<file path="src/rtl/rotfill_pkg.sv">
// Shared types and default constants for the rotating pattern initializer.
// Assumes the defaults are used with a 64-bit word width.
package rotfill_pkg;

    typedef enum logic {
        FILL_IDLE = 1'b0,
        FILL_RUN  = 1'b1
    } fill_state_e;

    localparam logic [63:0] DEF_SEED_A   = 64'h0123_4567_89AB_CDEF;
    localparam logic [63:0] DEF_SEED_B   = 64'hFEDC_BA98_7654_3210;
    localparam logic [63:0] DEF_STEP_INC = 64'h0000_0000_0000_0111;

endpackage

</file>
<file path="src/rtl/rotfill_seq.sv">
// Sequencer: accepts a start while idle, counts entry pairs once per cycle,
// and pulses done after the last pair. Assumes PAIRS is a power of two.
module rotfill_seq #(
    parameter int PAIRS  = 1024,
    localparam int PAIR_W = $clog2(PAIRS)
) (
    input  logic              clk,
    input  logic              rst_n,
    input  logic              start_i,
    output logic              run_o,
    output logic              load_o,
    output logic [PAIR_W-1:0] pair_o,
    output logic              done_o
);
    import rotfill_pkg::*;

    localparam logic [PAIR_W-1:0] PAIR_ONE  = PAIR_W'(1);
    localparam logic [PAIR_W-1:0] PAIR_LAST = PAIR_W'(PAIRS - 1);

    fill_state_e       state_q;
    logic [PAIR_W-1:0] pair_q;
    logic              done_q;

    // Seed load request: only a start seen while idle counts.
    always_comb begin
        load_o = start_i && (state_q == FILL_IDLE);
    end

    // State, pair counter and done pulse.
    always_ff @(posedge clk) begin
        if (!rst_n) begin
            state_q <= FILL_IDLE;
            pair_q  <= '0;
            done_q  <= 1'b0;
        end else begin
            done_q <= 1'b0;
            case (state_q)
                FILL_IDLE: begin
                    if (start_i) begin
                        state_q <= FILL_RUN;
                        pair_q  <= '0;
                    end
                end
                FILL_RUN: begin
                    if (pair_q == PAIR_LAST) begin
                        state_q <= FILL_IDLE;
                        done_q  <= 1'b1;
                    end else begin
                        pair_q <= pair_q + PAIR_ONE;
                    end
                end
                default: state_q <= FILL_IDLE;
            endcase
        end
    end

    // Outputs come straight from registers.
    always_comb begin
        run_o  = (state_q == FILL_RUN);
        pair_o = pair_q;
        done_o = done_q;
    end

endmodule

</file>
<file path="src/rtl/rotfill_dp.sv">
// Pattern datapath: two state words that update each other in turn. Odd
// steps (step index bit 0 clear) replace A, even steps replace B. One shared
// rotator and one adder produce the fresh word. Assumes W is a power of two.
module rotfill_dp #(
    parameter int              W        = 64,
    parameter int              STEPS    = 8,
    parameter logic [W-1:0]    SEED_A   = rotfill_pkg::DEF_SEED_A,
    parameter logic [W-1:0]    SEED_B   = rotfill_pkg::DEF_SEED_B,
    parameter logic [W-1:0]    STEP_INC = rotfill_pkg::DEF_STEP_INC,
    localparam int             STEP_W   = $clog2(STEPS),
    localparam int             SH_W     = $clog2(W)
) (
    input  logic              clk,
    input  logic              rst_n,
    input  logic              load_i,
    input  logic              adv_i,
    input  logic [STEP_W-1:0] step_i,
    output logic [W-1:0]      lo_o,
    output logic [W-1:0]      hi_o
);
    localparam logic [STEP_W-1:0] STEP_LAST = STEP_W'(STEPS - 1);

    logic [W-1:0]    reg_a_q;
    logic [W-1:0]    reg_b_q;
    logic [W-1:0]    k_q;
    logic            odd_step;
    logic [W-1:0]    rot_src;
    logic [SH_W-1:0] rot_amt;
    logic [W-1:0]    rot_res;
    logic [W-1:0]    fresh;

    // Rotate right by n, with n already reduced to SH_W bits.
    function automatic logic [W-1:0] rotr(input logic [W-1:0] v,
                                          input logic [SH_W-1:0] n);
        logic [2*W-1:0] dbl;
        dbl = {v, v} >> n;
        return dbl[W-1:0];
    endfunction

    // Select the rotator operands by step parity and form the fresh word.
    always_comb begin
        odd_step = ~step_i[0];
        rot_src  = odd_step ? reg_b_q : reg_a_q;
        rot_amt  = odd_step ? reg_a_q[SH_W-1:0] : reg_b_q[SH_W-1:0];
        rot_res  = rotr(rot_src, rot_amt);
        fresh    = rot_res + k_q;
        lo_o     = fresh;
        hi_o     = odd_step ? reg_a_q : reg_b_q;
    end

    // State words: seeds on reset or load, one replaced per step.
    always_ff @(posedge clk) begin
        if (!rst_n || load_i) begin
            reg_a_q <= SEED_A;
            reg_b_q <= SEED_B;
        end else if (adv_i) begin
            if (odd_step) begin
                reg_a_q <= fresh;
            end else begin
                reg_b_q <= fresh;
            end
        end
    end

    // Step constant accumulator: restarts at the first step of every group.
    always_ff @(posedge clk) begin
        if (!rst_n || load_i) begin
            k_q <= STEP_INC;
        end else if (adv_i) begin
            k_q <= (step_i == STEP_LAST) ? STEP_INC : (k_q + STEP_INC);
        end
    end

endmodule

</file>
<file path="src/rtl/rotfill_top.sv">
// Rotating pattern memory initializer top: sequencer plus pattern datapath
// driving a two-entry write port. Assumes DEPTH and GROUP are powers of two,
// with GROUP dividing DEPTH.
module rotfill_top #(
    parameter int                 DEPTH    = 2048,
    parameter int                 WORD_W   = 64,
    parameter int                 GROUP    = 16,
    parameter logic [WORD_W-1:0]  SEED_A   = rotfill_pkg::DEF_SEED_A,
    parameter logic [WORD_W-1:0]  SEED_B   = rotfill_pkg::DEF_SEED_B,
    parameter logic [WORD_W-1:0]  STEP_INC = rotfill_pkg::DEF_STEP_INC,
    localparam int                ADDR_W   = $clog2(DEPTH)
) (
    input  logic                clk,
    input  logic                rst_n,
    input  logic                start_i,
    output logic                wr_en_o,
    output logic [ADDR_W-1:0]   wr_addr_o,
    output logic [2*WORD_W-1:0] wr_data_o,
    output logic                done_o
);
    localparam int PAIRS  = DEPTH / 2;
    localparam int STEPS  = GROUP / 2;
    localparam int PAIR_W = $clog2(PAIRS);
    localparam int STEP_W = $clog2(STEPS);

    logic              run;
    logic              load;
    logic [PAIR_W-1:0] pair;
    logic [WORD_W-1:0] lo_word;
    logic [WORD_W-1:0] hi_word;

    rotfill_seq #(
        .PAIRS (PAIRS)
    ) u_seq (
        .clk     (clk),
        .rst_n   (rst_n),
        .start_i (start_i),
        .run_o   (run),
        .load_o  (load),
        .pair_o  (pair),
        .done_o  (done_o)
    );

    rotfill_dp #(
        .W        (WORD_W),
        .STEPS    (STEPS),
        .SEED_A   (SEED_A),
        .SEED_B   (SEED_B),
        .STEP_INC (STEP_INC)
    ) u_dp (
        .clk    (clk),
        .rst_n  (rst_n),
        .load_i (load),
        .adv_i  (run),
        .step_i (pair[STEP_W-1:0]),
        .lo_o   (lo_word),
        .hi_o   (hi_word)
    );

    // Write port: pair index scaled to an entry address, lower entry in low half.
    always_comb begin
        wr_en_o   = run;
        wr_addr_o = {pair, 1'b0};
        wr_data_o = {hi_word, lo_word};
    end

endmodule

</file>
<file path="config.mk">
export PLATFORM = sky130hd
export DESIGN_NAME = rotfill_top
export DESIGN_NICKNAME = d
export VERILOG_FILES = /design/src/rtl/rotfill_pkg.sv /design/src/rtl/rotfill_seq.sv /design/src/rtl/rotfill_dp.sv /design/src/rtl/rotfill_top.sv
export SDC_FILE = /design/constraint.sdc
export NUM_CORES = 1
export LEC_CHECK = 0
export CAP_MARGIN = 20
export CORE_ASPECT_RATIO = 0.8
export CORE_MARGIN = 4
export CORE_UTILIZATION = 30
export DETAILED_ROUTE_END_ITERATION = 6
export GPL_ROUTABILITY_DRIVEN = 0
export GPL_TIMING_DRIVEN = 0
export SKIP_LAST_GASP = 1
export SLEW_MARGIN = 20
export SYNTH_ARGS = -nofsm -noshare
export SYNTH_HDL_FRONTEND = slang
export SYNTH_SLANG_ARGS = --single-unit
</file>
<file path="constraint.sdc">
create_clock -name clk -period 11.2 [get_ports clk]
set_input_delay 2.24 -clock clk [delete_from_list [all_inputs] [get_ports clk]]
set_output_delay 2.24 -clock clk [all_outputs]
set_load 0.01 [all_outputs]
</file>
Word level (Yosys, flattened, before mapping). Cells that the tools add are included.

Flip-flop bits (word level): 204. Bits of input ports: 3. Logic and storage cells: 34.

Add/sub/neg operators: 3. Eq/ne operators: 4. Shifts and indexed selects: 1. Multiplexer cells: 11. Bitwise operators: 2. Reduce and logical (&&, ||, !) cells: 7.

Operators by type and width (number): 64-bit two-way mux (3); 128-bit by 6-bit right shift with 64-bit output (1); 64-bit adder (1); 64-bit by 9-bit adder with 64-bit output, second input constant (1); 10-bit two-way mux (2); 10-bit case mux with 2 select lines (1); 10-bit by 1-bit adder with 10-bit output, second input constant (1); 10-bit equality test, second input constant (1); 2-bit AND reduction (4); 6-bit two-way mux (1); 2-bit inequality test, second input constant (2); 3-bit equality test, second input constant (1); 1-bit two-way mux (3); 1-bit NOT (2); 1-bit case mux with 2 select lines (1); 1-bit logical AND (1); 1-bit zero test (1); 1-bit logical OR (1).

Logic depth before layout (Yosys ltp). Gate-level depths: netlist of run 1.

Depth in word-level cells: 3. Gate-level depth with buffers: 28. Mapped depth without buffers: 22.

Hierarchy. A second synthesis of run 1 with hierarchy kept.

Cells, all modules: 2180. Area, all modules: 17247.8 um^2.

Modules (own cells, without submodules): rotfill_dp (instances 1, cells an instance 2110, area each 16599.7 um^2, sequential area each 3843.7 um^2); rotfill_seq (instances 1, cells an instance 68, area each 636.9 um^2, sequential area each 240.2 um^2); rotfill_top (instances 1, cells an instance 2, area each 11.3 um^2, sequential area each 0.0 um^2).

Least setup slack after synthesis of run 1. OpenSTA, ideal clock, no wires.

Kind: register -> output. From: register u_seq.pair_q[0], in the netlist u_seq.pair_o[0]. To: output port wr_data_o[18]. Arrival: 4.944 ns. Required time: 8.960 ns. Setup slack: 4.016 ns. Cell stages (with the launch flop): 21. Path buffers: 4. Cell sequence: dfxtp_1 > buf_4 > buf_2 > mux2i_1 > inv_2 > buf_1 > clkbuf_1 > o21ai_0 > o21ai_0 > ha_1 > fa_1 > a21o_1 > nand3_1 > a211oi_1 > or2_2 > a31oi_1 > o21bai_1 > a2111oi_0 > nor3_1 > xnor2_1 > inv_1.

Cells in the longest elaborated chain, start to end: 3. Elaborated cells between the ends (all ways): 4. Classes of those cells: add/sub: 1; shift: 1; mux: 2.

Ends and longest elaborated chain: start: declaration (RTL line rotfill_seq.sv:21) `logic [PAIR_W-1:0] pair_q;`; start signal: assignment (RTL line rotfill_seq.sv:49) `pair_q <= pair_q + PAIR_ONE;`; 64-bit two-way mux or 6-bit two-way mux (tied branches) (RTL line rotfill_dp.sv:43, rotfill_dp.sv:44); 128-bit by 6-bit right shift with 64-bit output (*) (RTL line rotfill_dp.sv:36) `dbl = {v, v} >> n;`; 64-bit adder (*) (RTL line rotfill_dp.sv:46) `fresh = rot_res + k_q;`; end: declaration (RTL line rotfill_top.sv:18) `output logic [2*WORD_W-1:0] wr_data_o,`.

Every way passes the cells marked *; elsewhere a longest branch is shown, timed or not.

Worst setup path in the final report of run 1.
From: register u_seq.pair_q[0], in the netlist u_seq.pair_o[0]. To: output port wr_data_o[58].

The elaborated chain is that of the path after synthesis.

==> results of run 1 <==
-- Yosys cell counts (all sizes together) (49+ instances only) --
master | n | area (µm²)
mux2 | 73 | 825.8
buf | 51 | 236.5
clkbuf | 116 | 435.4
ha | 66 | 825.8
mux2i | 247 | 2472
a21oi | 206 | 1031
nand3 | 87 | 435.4
mux4 | 49 | 1107
xnor2 | 59 | 516.8
inv | 58 | 217.7
xor2 | 54 | 473.0
dfxtp | 204 | 4084
nand2 | 467 | 1753
nor2 | 163 | 611.8
o21ai | 157 | 785.8
-- state kept, by name (all words and copies together), names as in the netlist --
signal / count
u_dp.k_q: 64
u_dp.reg_a_q: 64
u_dp.reg_b_q: 64
u_seq.pair_o: 10
u_seq.done_o: 1
u_seq.run_o: 1
-- per-stage QoR --
step	setup WS [ns]	utilization
3_3_place_gp	0.5570	0.3429
6_report	0.01508	0.3577
3_5_place_dp	0.5393	0.3431
2_1_floorplan	4.016	-
4_1_cts	0.05878	0.3568
5_1_grt	-0.01958	0.3577
-- critical path, delay by kind of cell (launching register included) --
kind / cells / cell delay [ns]
buffers and inverters: 4 / 1.43
flip-flops: 1 / 0.70
multiplexers: 4 / 1.88
AND/OR/NAND/NOR: 3 / 1.44
AO/OA/AOI/OAI: 8 / 2.27
XOR/XNOR: 1 / 0.32
adder cells (fa/ha/maj): 1 / 0.35
-- cell usage in the layout, fill, tap and decap left out, drive strengths merged, types with 24 or more instances in the layout --
cell type      Yosys  layout
a211oi            30      30
a21o              27      27
a21oi            206     206
buf               51      49
clkbuf           116     145
clkdlybuf4s50      0     142
dfxtp            204     204
ha                66      66
inv               58      59
mux2              73      73
mux2i            247     247
mux4              49      49
nand2            467     467
nand3             87      87
nand4             39      39
nor2             163     163
nor2b             28      28
o21ai            157     157
or3               24      24
xnor2             59      59
xor2              54      54
-- final cells by class --
| cell class | instances | area share |
|---|---|---|
| well taps | 830 | 0.04751 |
| plain buffers | 167 | 0.03119 |
| diodes | 1 | 0.0001145 |
| multi-input cells | 2008 | 0.6211 |
| flip-flops and latches | 204 | 0.1868 |
| inverters | 58 | 0.009959 |
| repair buffers | 143 | 0.06537 |
| clock inverters | 14 | 0.009501 |
| clock buffers | 27 | 0.02839 |
-- metal layers --
metal,track usage,vias to the layer above
li1,-,9042
met1,0.3516,9614
met2,0.3272,1502
met3,0.1169,211
met4,0.06377,2
met5,0,-
-- timing repair --
item,CTS,global route
resized for setup,2,14
cloned,0,0
setup endpoints to repair,1,21
endpoints found under the hold margin,0,0
-- worst paths after layout --
kind,to,slack (ns),from
worst max-delay path,wr_data_o[58],0.02,u_seq.pair_o[0]
worst min-delay path,u_seq.pair_o[9],0.50,u_seq.pair_o[9]
worst max register to register,u_dp.reg_a_q[62],3.10,u_seq.pair_o[0]
worst min register to register,u_seq.pair_o[9],0.50,u_seq.pair_o[9]
-- power by group --
group          internal, W  switching (W)  total (W)
combinational     0.000798        0.00150    0.00230
sequential        0.000751      0.0000502   0.000801
clock             0.000512       0.000359   0.000871
total              0.00206        0.00191    0.00397
-- logic make-up (layout without fill, tap and decap cells) --
group,Yosys count,in the layout
adders and majority gates,67,67
AOI/OAI and AO/OA,561,561
xor gates and xnor gates,113,113
DFF,204,204
and+or+nand+nor,897,897
other,1,2
muxes,369,369
buffers and inverters,225,409
==> flow_metrics.tcl, run 1 <==
set metrics [dict create \
    holdWs_ns 0.4979 \
    grt_max_degree 15 \
    cp_data_required_time_ns 8.96 \
    top_layer "met5" \
    area_used_by_multi_input_combinational_logic_mm2 0.01358 \
    clk_slew_on_worst_s_h_paths_ns 0.07 \
    run_status "completed" \
    setup-violations-final 0 \
    cts_htree_levels 1 \
    die-width_um 285.6 \
    sequential_cell_area_mm2 0.004084 \
    worst_skew_pair.late_latency_ns 0.56 \
    row_count 81 \
    cp_cell_sequence "buf_4, mux2i_1, inv_2, nand2_1, o22ai_1, nor3_1, mux2_4, mux2i_1, mux2i_1, ha_1, clkbuf_1, a21o_1, a31o_2, a221oi_1, o22ai_1, nor2_1, o21bai_1, a31oi_2, o21ai_1, xnor2_1, clkdlybuf4s50_1" \
    syn_avg_cell_area_um2 7.590 \
    synth.mux.area_fraction 0.2382 \
    post_synth_xor_area_fraction 0.05350 \
    cts.hold.buffers_added 0 \
    wl_per_cell_um 24.99 \
    ratio_of_cells_with_drive_above_1_in_the_final_layout 0.08165 \
    drt.antenna.violating_nets 0 \
    critPathCaptureType "output pin" \
    report.power.total_w 0.003968 \
    detail_route.iter0.violations 3387 \
    yosys.area_share.adder 0.04573 \
    cts_num_sinks 204 \
    via_count 20370 \
    die_h_um 230.1 \
    period_minus_slack_ns 11.18 \
    cts_post_setup_buffers_inserted 0 \
    post_synthesis_compound_gate_area_fraction 0.1805 \
    post_synth_inst_count 2437 \
    final-hold-violation-count 0 \
    max_slew.worst_pin.slew_ns 1.155 \
    crit_fanout 10 \
    postRouteWirelength_mm 86.28 \
    routed-wl-met2_mm 32.10 \
    cts_inserted_buffers 23 \
    number_of_cells_traversed_by_the_worst_hold_path 1 \
    clock_tree.buffer_depth 3 \
    number_of_warnings_reported_in_the_yosys_synthesis_log 0 \
    ys_seq_elements 204 \
    critical_path.startpoint_type "register" \
    layout.cells.non_filler 3452 \
    synth-edff-count 0 \
    fp.coreArea_mm2 0.06111 \
    route.layer.met1.wl_mm 36.23 \
    final_nets 2675 \
    hp-class "register to register" \
    layout.cell_area.non_filler_mm2 0.02186 \
    numPortBuffers 142 \
    globalRouteOverflowTotal 0 \
    max-cap-violations 0 \
    design.portCount 144 \
    synth-async-reset-ratio 0 \
    critical_path_arrival_ns 8.94 \
    wl_met3_mm 14.64 \
    die-area_mm2 0.06572 \
    criticalPathCategory "register to output pin" \
    largest_family_of_logic_cells_by_synthesized_area "multiplexers" \
    initial_core_util 0.3027 \
    synth-simple-area-share 0.2131 \
    fmax_mhz 89.41 \
    grt_pass1_wl_mm 122.4 \
    slew_headroom 0.2244 \
    p_per_area_mw_per_mm2 181.5 \
    post_dp_cell_area_mm2 0.02097 \
    path_common_cell "sky130_fd_sc_hd__mux2i_1" \
    dpl.cell_count 3410 \
    tritoncts_clock_tree "yes" \
    synthesis.nets 2507 \
    setup_tns_ns 0 \
    leakage_nw 8.867 \
    synth_top_flop_cell "sky130_fd_sc_hd__dfxtp_1" \
    cts-root-buf "sky130_fd_sc_hd__clkbuf_16" \
    detail_route.drc_violations 0 \
    final.period_utilization 0.9987 \
    synth.yosys.seq_area_share 0.2208 \
    cpMaxStageDelayCell "sky130_fd_sc_hd__mux2i_1" \
    antenna_violations_before_repair 1 \
    number_of_global_route_vias_before_repair 18050 \
    global_route_usage_sum 0.2463 \
    timing.clock.skew_ns 0.01815 \
    final_max_slew_viol_count 0 \
    drt_first_pass_iters 7 \
    ff2ff_path_depth 21 \
    yosys.cell_types.count 75 \
    area_growth_syn_to_layout_pct 18.17 \
    cp_slowest_stage_delay_ns 0.87 \
    mappedNetlistArea_mm2 0.01850 \
    ratio_of_routed_vias_to_standard_cells 5.901 \
    n_fill_cell 6498 \
    detailed_place_hpwl_mm 69.07 \
    worst_ir_drop_vdd_mv 0.09208 \
]
No activity file was read; power rests on OpenSTA's default activity.
==> inputs of run 2 (changes only) <==
- SYNTH_HIERARCHICAL: default -> 1
==> run 2 against run 1 <==
Against the previous run:
- clock power shrank 12%
- combinational power grew 11%
- fmax grew 1.3%
- final area shrank 6.6%
- core utilization grew 0.16 points
- routed wire length shrank 13%
- synthesized cell count shrank 11%
- sequential share of layout area grew 1.3 points
- sequential cell count is the same
- critical endpoint is now wr_data_o[48]
- largest cell class unchanged
==> flow_metrics.tcl, run 2 <==
set metrics [dict create \
    die-area_mm2 0.06142 \
    p_per_area_mw_per_mm2 201.4 \
    grt_max_degree 13 \
    holdWs_ns 0.4845 \
    rsz0062_at_grt "yes" \
    clk_slew_on_worst_s_h_paths_ns 0.06 \
    mappedNetlistArea_mm2 0.01725 \
    synthTopCellsByCount "sky130_fd_sc_hd__nand2_1 (491), sky130_fd_sc_hd__mux2i_1 (205), sky130_fd_sc_hd__dfxtp_1 (204), sky130_fd_sc_hd__a21oi_1 (178), sky130_fd_sc_hd__nor2_1 (121)" \
    cts-root-buf "sky130_fd_sc_hd__clkbuf_16" \
    post_synth_inst_count 2180 \
    synthesis.nets 2249 \
    ys_seq_elements 204 \
    yosysTopAreaCell "sky130_fd_sc_hd__dfxtp_1" \
    area_growth_syn_to_layout_pct 18.33 \
    critical_path.startpoint_type "register" \
    die-width_um 276.1 \
    worst_ir_drop_vdd_mv 0.1483 \
    cts_htree_levels 1 \
    synth.yosys.seq_area_share 0.2368 \
    cts_inserted_buffers 23 \
    ratio_of_cells_with_drive_above_1_in_the_final_layout 0.09056 \
    n_fill_cell 5830 \
    period_minus_slack_ns 11.04 \
    wl_per_cell_um 23.98 \
    worst_hold_startpoint "u_dp/reg_b_q[42]" \
    rr_startpoint "u_seq/pair_o[0]" \
    post-synth-top-count-cell "sky130_fd_sc_hd__nand2_1" \
    critical_path.reg2reg.endpoint "u_dp/reg_b_q[48]" \
    detailed_place_hpwl_mm 60.82 \
    antenna_violations_before_repair 0 \
    most_frequent_cells_in_the_layout "sky130_fd_sc_hd__nand2_1 (491), sky130_fd_sc_hd__mux2i_1 (205), sky130_fd_sc_hd__dfxtp_1 (204)" \
    antennaDiodeCount 0 \
    number_of_global_route_vias_before_repair 16600 \
    cp_data_required_time_ns 8.96 \
    global_route_usage_sum 0.2295 \
    final_max_slew_viol_count 0 \
    leakage_nw 8.531 \
    numPortBuffers 142 \
    rrSetupSlack_ns 3.32 \
    layout.cell_area.non_filler_mm2 0.02041 \
    area_used_by_multi_input_combinational_logic_mm2 0.01244 \
    grt_pass1_wl_mm 108.5 \
    fp.coreArea_mm2 0.05680 \
    detail_route.iter0.violations 2644 \
    ff2ff_path_depth 25 \
    critPathCaptureType "output pin" \
    dpl_worst_slack_ns 0.9483 \
    number_of_cells_traversed_by_the_worst_hold_path 2 \
    drt.antenna.violating_nets 0 \
    criticalPathCategory "register to output pin" \
    initial_core_util 0.3037 \
    cts_num_sinks 204 \
    clock_tree.buffer_depth 3 \
    tritoncts_clock_tree "yes" \
    globalRouteOverflowTotal 0 \
    post_dp_cell_area_mm2 0.01962 \
    cts.hold.buffers_added 0 \
    critical_path_arrival_ns 8.80 \
    postRouteWirelength_mm 74.89 \
    layout.cells.most_common "sky130_fd_sc_hd__nand2_1" \
    biggest_regs "u_dp/k_q x64, u_dp/reg_a_q x64, u_dp/reg_b_q x64" \
    setup-violations-final 0 \
    max_slew.worst_pin.slew_ns 1.182 \
    final-hold-violation-count 0 \
    synth_top_flop_cell "sky130_fd_sc_hd__dfxtp_1" \
    die_h_um 222.5 \
    worst_hold_path.endpoint "u_dp/reg_b_q[42]" \
    row_count 78 \
    via_count 18260 \
    yosys.cell_types.count 76 \
    syn_avg_cell_area_um2 7.912 \
    design.portCount 144 \
    run_status "completed" \
    synth.top_cells.by_area "sky130_fd_sc_hd__dfxtp_1 (24%), sky130_fd_sc_hd__mux2i_1 (12%), sky130_fd_sc_hd__nand2_1 (11%), sky130_fd_sc_hd__mux4_2 (7.6%), sky130_fd_sc_hd__a21oi_1 (5.2%)" \
    ratio_of_routed_vias_to_standard_cells 5.845 \
    yosys.area.top_type_share 0.2368 \
    cts_post_setup_buffers_inserted 0 \
    detail_route.drc_violations 0 \
    worst_skew_pair.late_latency_ns 0.55 \
    postLayoutSetupSlackWorst_ns 0.1565 \
    final_nets 2417 \
    synth-async-reset-ratio 0 \
    sequential_cell_area_mm2 0.004084 \
    crit_fanout 10 \
    final.period_utilization 0.9860 \
    fmax_mhz 90.55 \
    number_of_warnings_reported_in_the_yosys_synthesis_log 6 \
    hp-class "register to register" \
    timing.clock.skew_ns 0.01117 \
    drt_first_pass_iters 6 \
    slew_headroom 0.2068 \
    synth-edff-count 0 \
    max-cap-violations 0 \
]
-- run 2: changes by cell type in the layout (fill, tap and decap cells not counted), sizes merged, moves of 21 or more --
cell,change
a21oi,-28
and3,+21
clkbuf,-31
mux2i,-41
nand2,+24
nor2,-42
o21ai,-75
-- run 2: how the worst max path moves through the flow --
stage	startpoint	end	slack (ns)	depth (start not counted)
after floorplan	u_seq/pair_o[0]	wr_data_o[48]	3.45	23
after global placement	u_seq/pair_o[0]	wr_data_o[48]	1.0	25
after detailed placement	u_seq/pair_o[0]	wr_data_o[48]	0.95	25
after CTS	u_seq/pair_o[0]	wr_data_o[48]	0.34	25
after global routing	u_seq/pair_o[0]	wr_data_o[48]	-0.11	25
final	u_seq/pair_o[0]	wr_data_o[48]	0.16	25
-- run 2: cell type report --
type,count,area share
Sequential cell,204,0.2001
Buffer,141,0.02979
Tap cell,760,0.04659
Timing Repair Buffer,143,0.07001
Inverter,44,0.008092
Clock inverter,6,0.003127
Clock buffer,34,0.03268
Multi-Input combinational cell,1791,0.6096
-- run 2: metrics by stage --
step | cells | total power [W] | util | TNS [ns]
after floorplan | 2180 | 0.002174 | - | 0
after global placement | 3082 | 0.003247 | 0.3454 | 0
after detailed placement | 3082 | 0.003271 | 0.3454 | 0
after CTS | 3122 | 0.004043 | 0.3583 | 0
after global routing | 3123 | 0.004272 | 0.3593 | -0.1102
final | 3123 | 0.004111 | 0.3593 | 0
-- run 2: logic make-up after synthesis --
family                   Yosys count  synth area share
other                              1         0.0002174
buffers and inverters            185           0.04483
adder cells (fa/ha/maj)           66           0.04831
flip-flops                       204            0.2368
AO/OA/AOI/OAI                    424            0.1521
XOR/XNOR                         111           0.05637
multiplexers                     332            0.2439
AND/OR/NAND/NOR                  857            0.2175
-- run 2: timing repair --
action	4_1_cts	5_1_grt
setup endpoints to repair	0	7
gates resized for setup	0	6
hold endpoints to repair	0	0
-- run 2: where the power goes --
group / internal [W] / leakage, nW / total (W) / switching (W)
Sequential: 0.000757 / 1.66 / 0.000800 / 0.0000429
Combinational: 0.000913 / 6.52 / 0.00255 / 0.00164
Clock: 0.000434 / 0.353 / 0.000763 / 0.000329
Total: 0.00210 / 8.53 / 0.00411 / 0.00201
-- run 2: critical path, stage by stage (launching register included) --
cell                              delay, ns
sky130_fd_sc_hd__dfxtp_1               0.50
sky130_fd_sc_hd__buf_6                 0.25
sky130_fd_sc_hd__buf_4                 0.28
sky130_fd_sc_hd__buf_4                 0.26
sky130_fd_sc_hd__buf_2                 0.37
sky130_fd_sc_hd__buf_2                 0.45
sky130_fd_sc_hd__buf_2                 0.42
sky130_fd_sc_hd__mux4_2                0.41
sky130_fd_sc_hd__mux2i_1               0.34
sky130_fd_sc_hd__a21oi_1               0.25
sky130_fd_sc_hd__mux2i_1               0.31
sky130_fd_sc_hd__mux2i_1               0.18
sky130_fd_sc_hd__nand2_1               0.13
sky130_fd_sc_hd__nand2_1               0.17
sky130_fd_sc_hd__ha_1                  0.38
sky130_fd_sc_hd__a21oi_1               0.20
sky130_fd_sc_hd__o21ai_0               0.15
sky130_fd_sc_hd__a211o_1               0.33
sky130_fd_sc_hd__a211o_1               0.37
sky130_fd_sc_hd__o21ai_1               0.25
sky130_fd_sc_hd__o21ai_1               0.17
sky130_fd_sc_hd__a311oi_1              0.59
sky130_fd_sc_hd__o31a_1                0.34
sky130_fd_sc_hd__o21ai_1               0.14
sky130_fd_sc_hd__xor2_2                0.36
sky130_fd_sc_hd__clkdlybuf4s50_1       0.62
-- run 2: routing by layer --
metal | GRT usage | vias to the layer above | wire, µm
met5 | 0 | - | 0
met4 | 0.08388 | 0 | 3411
met3 | 0.07963 | 177 | 10710
met2 | 0.3164 | 1310 | 29070
met1 | 0.3279 | 8649 | 31700
li1 | - | 8119 | -
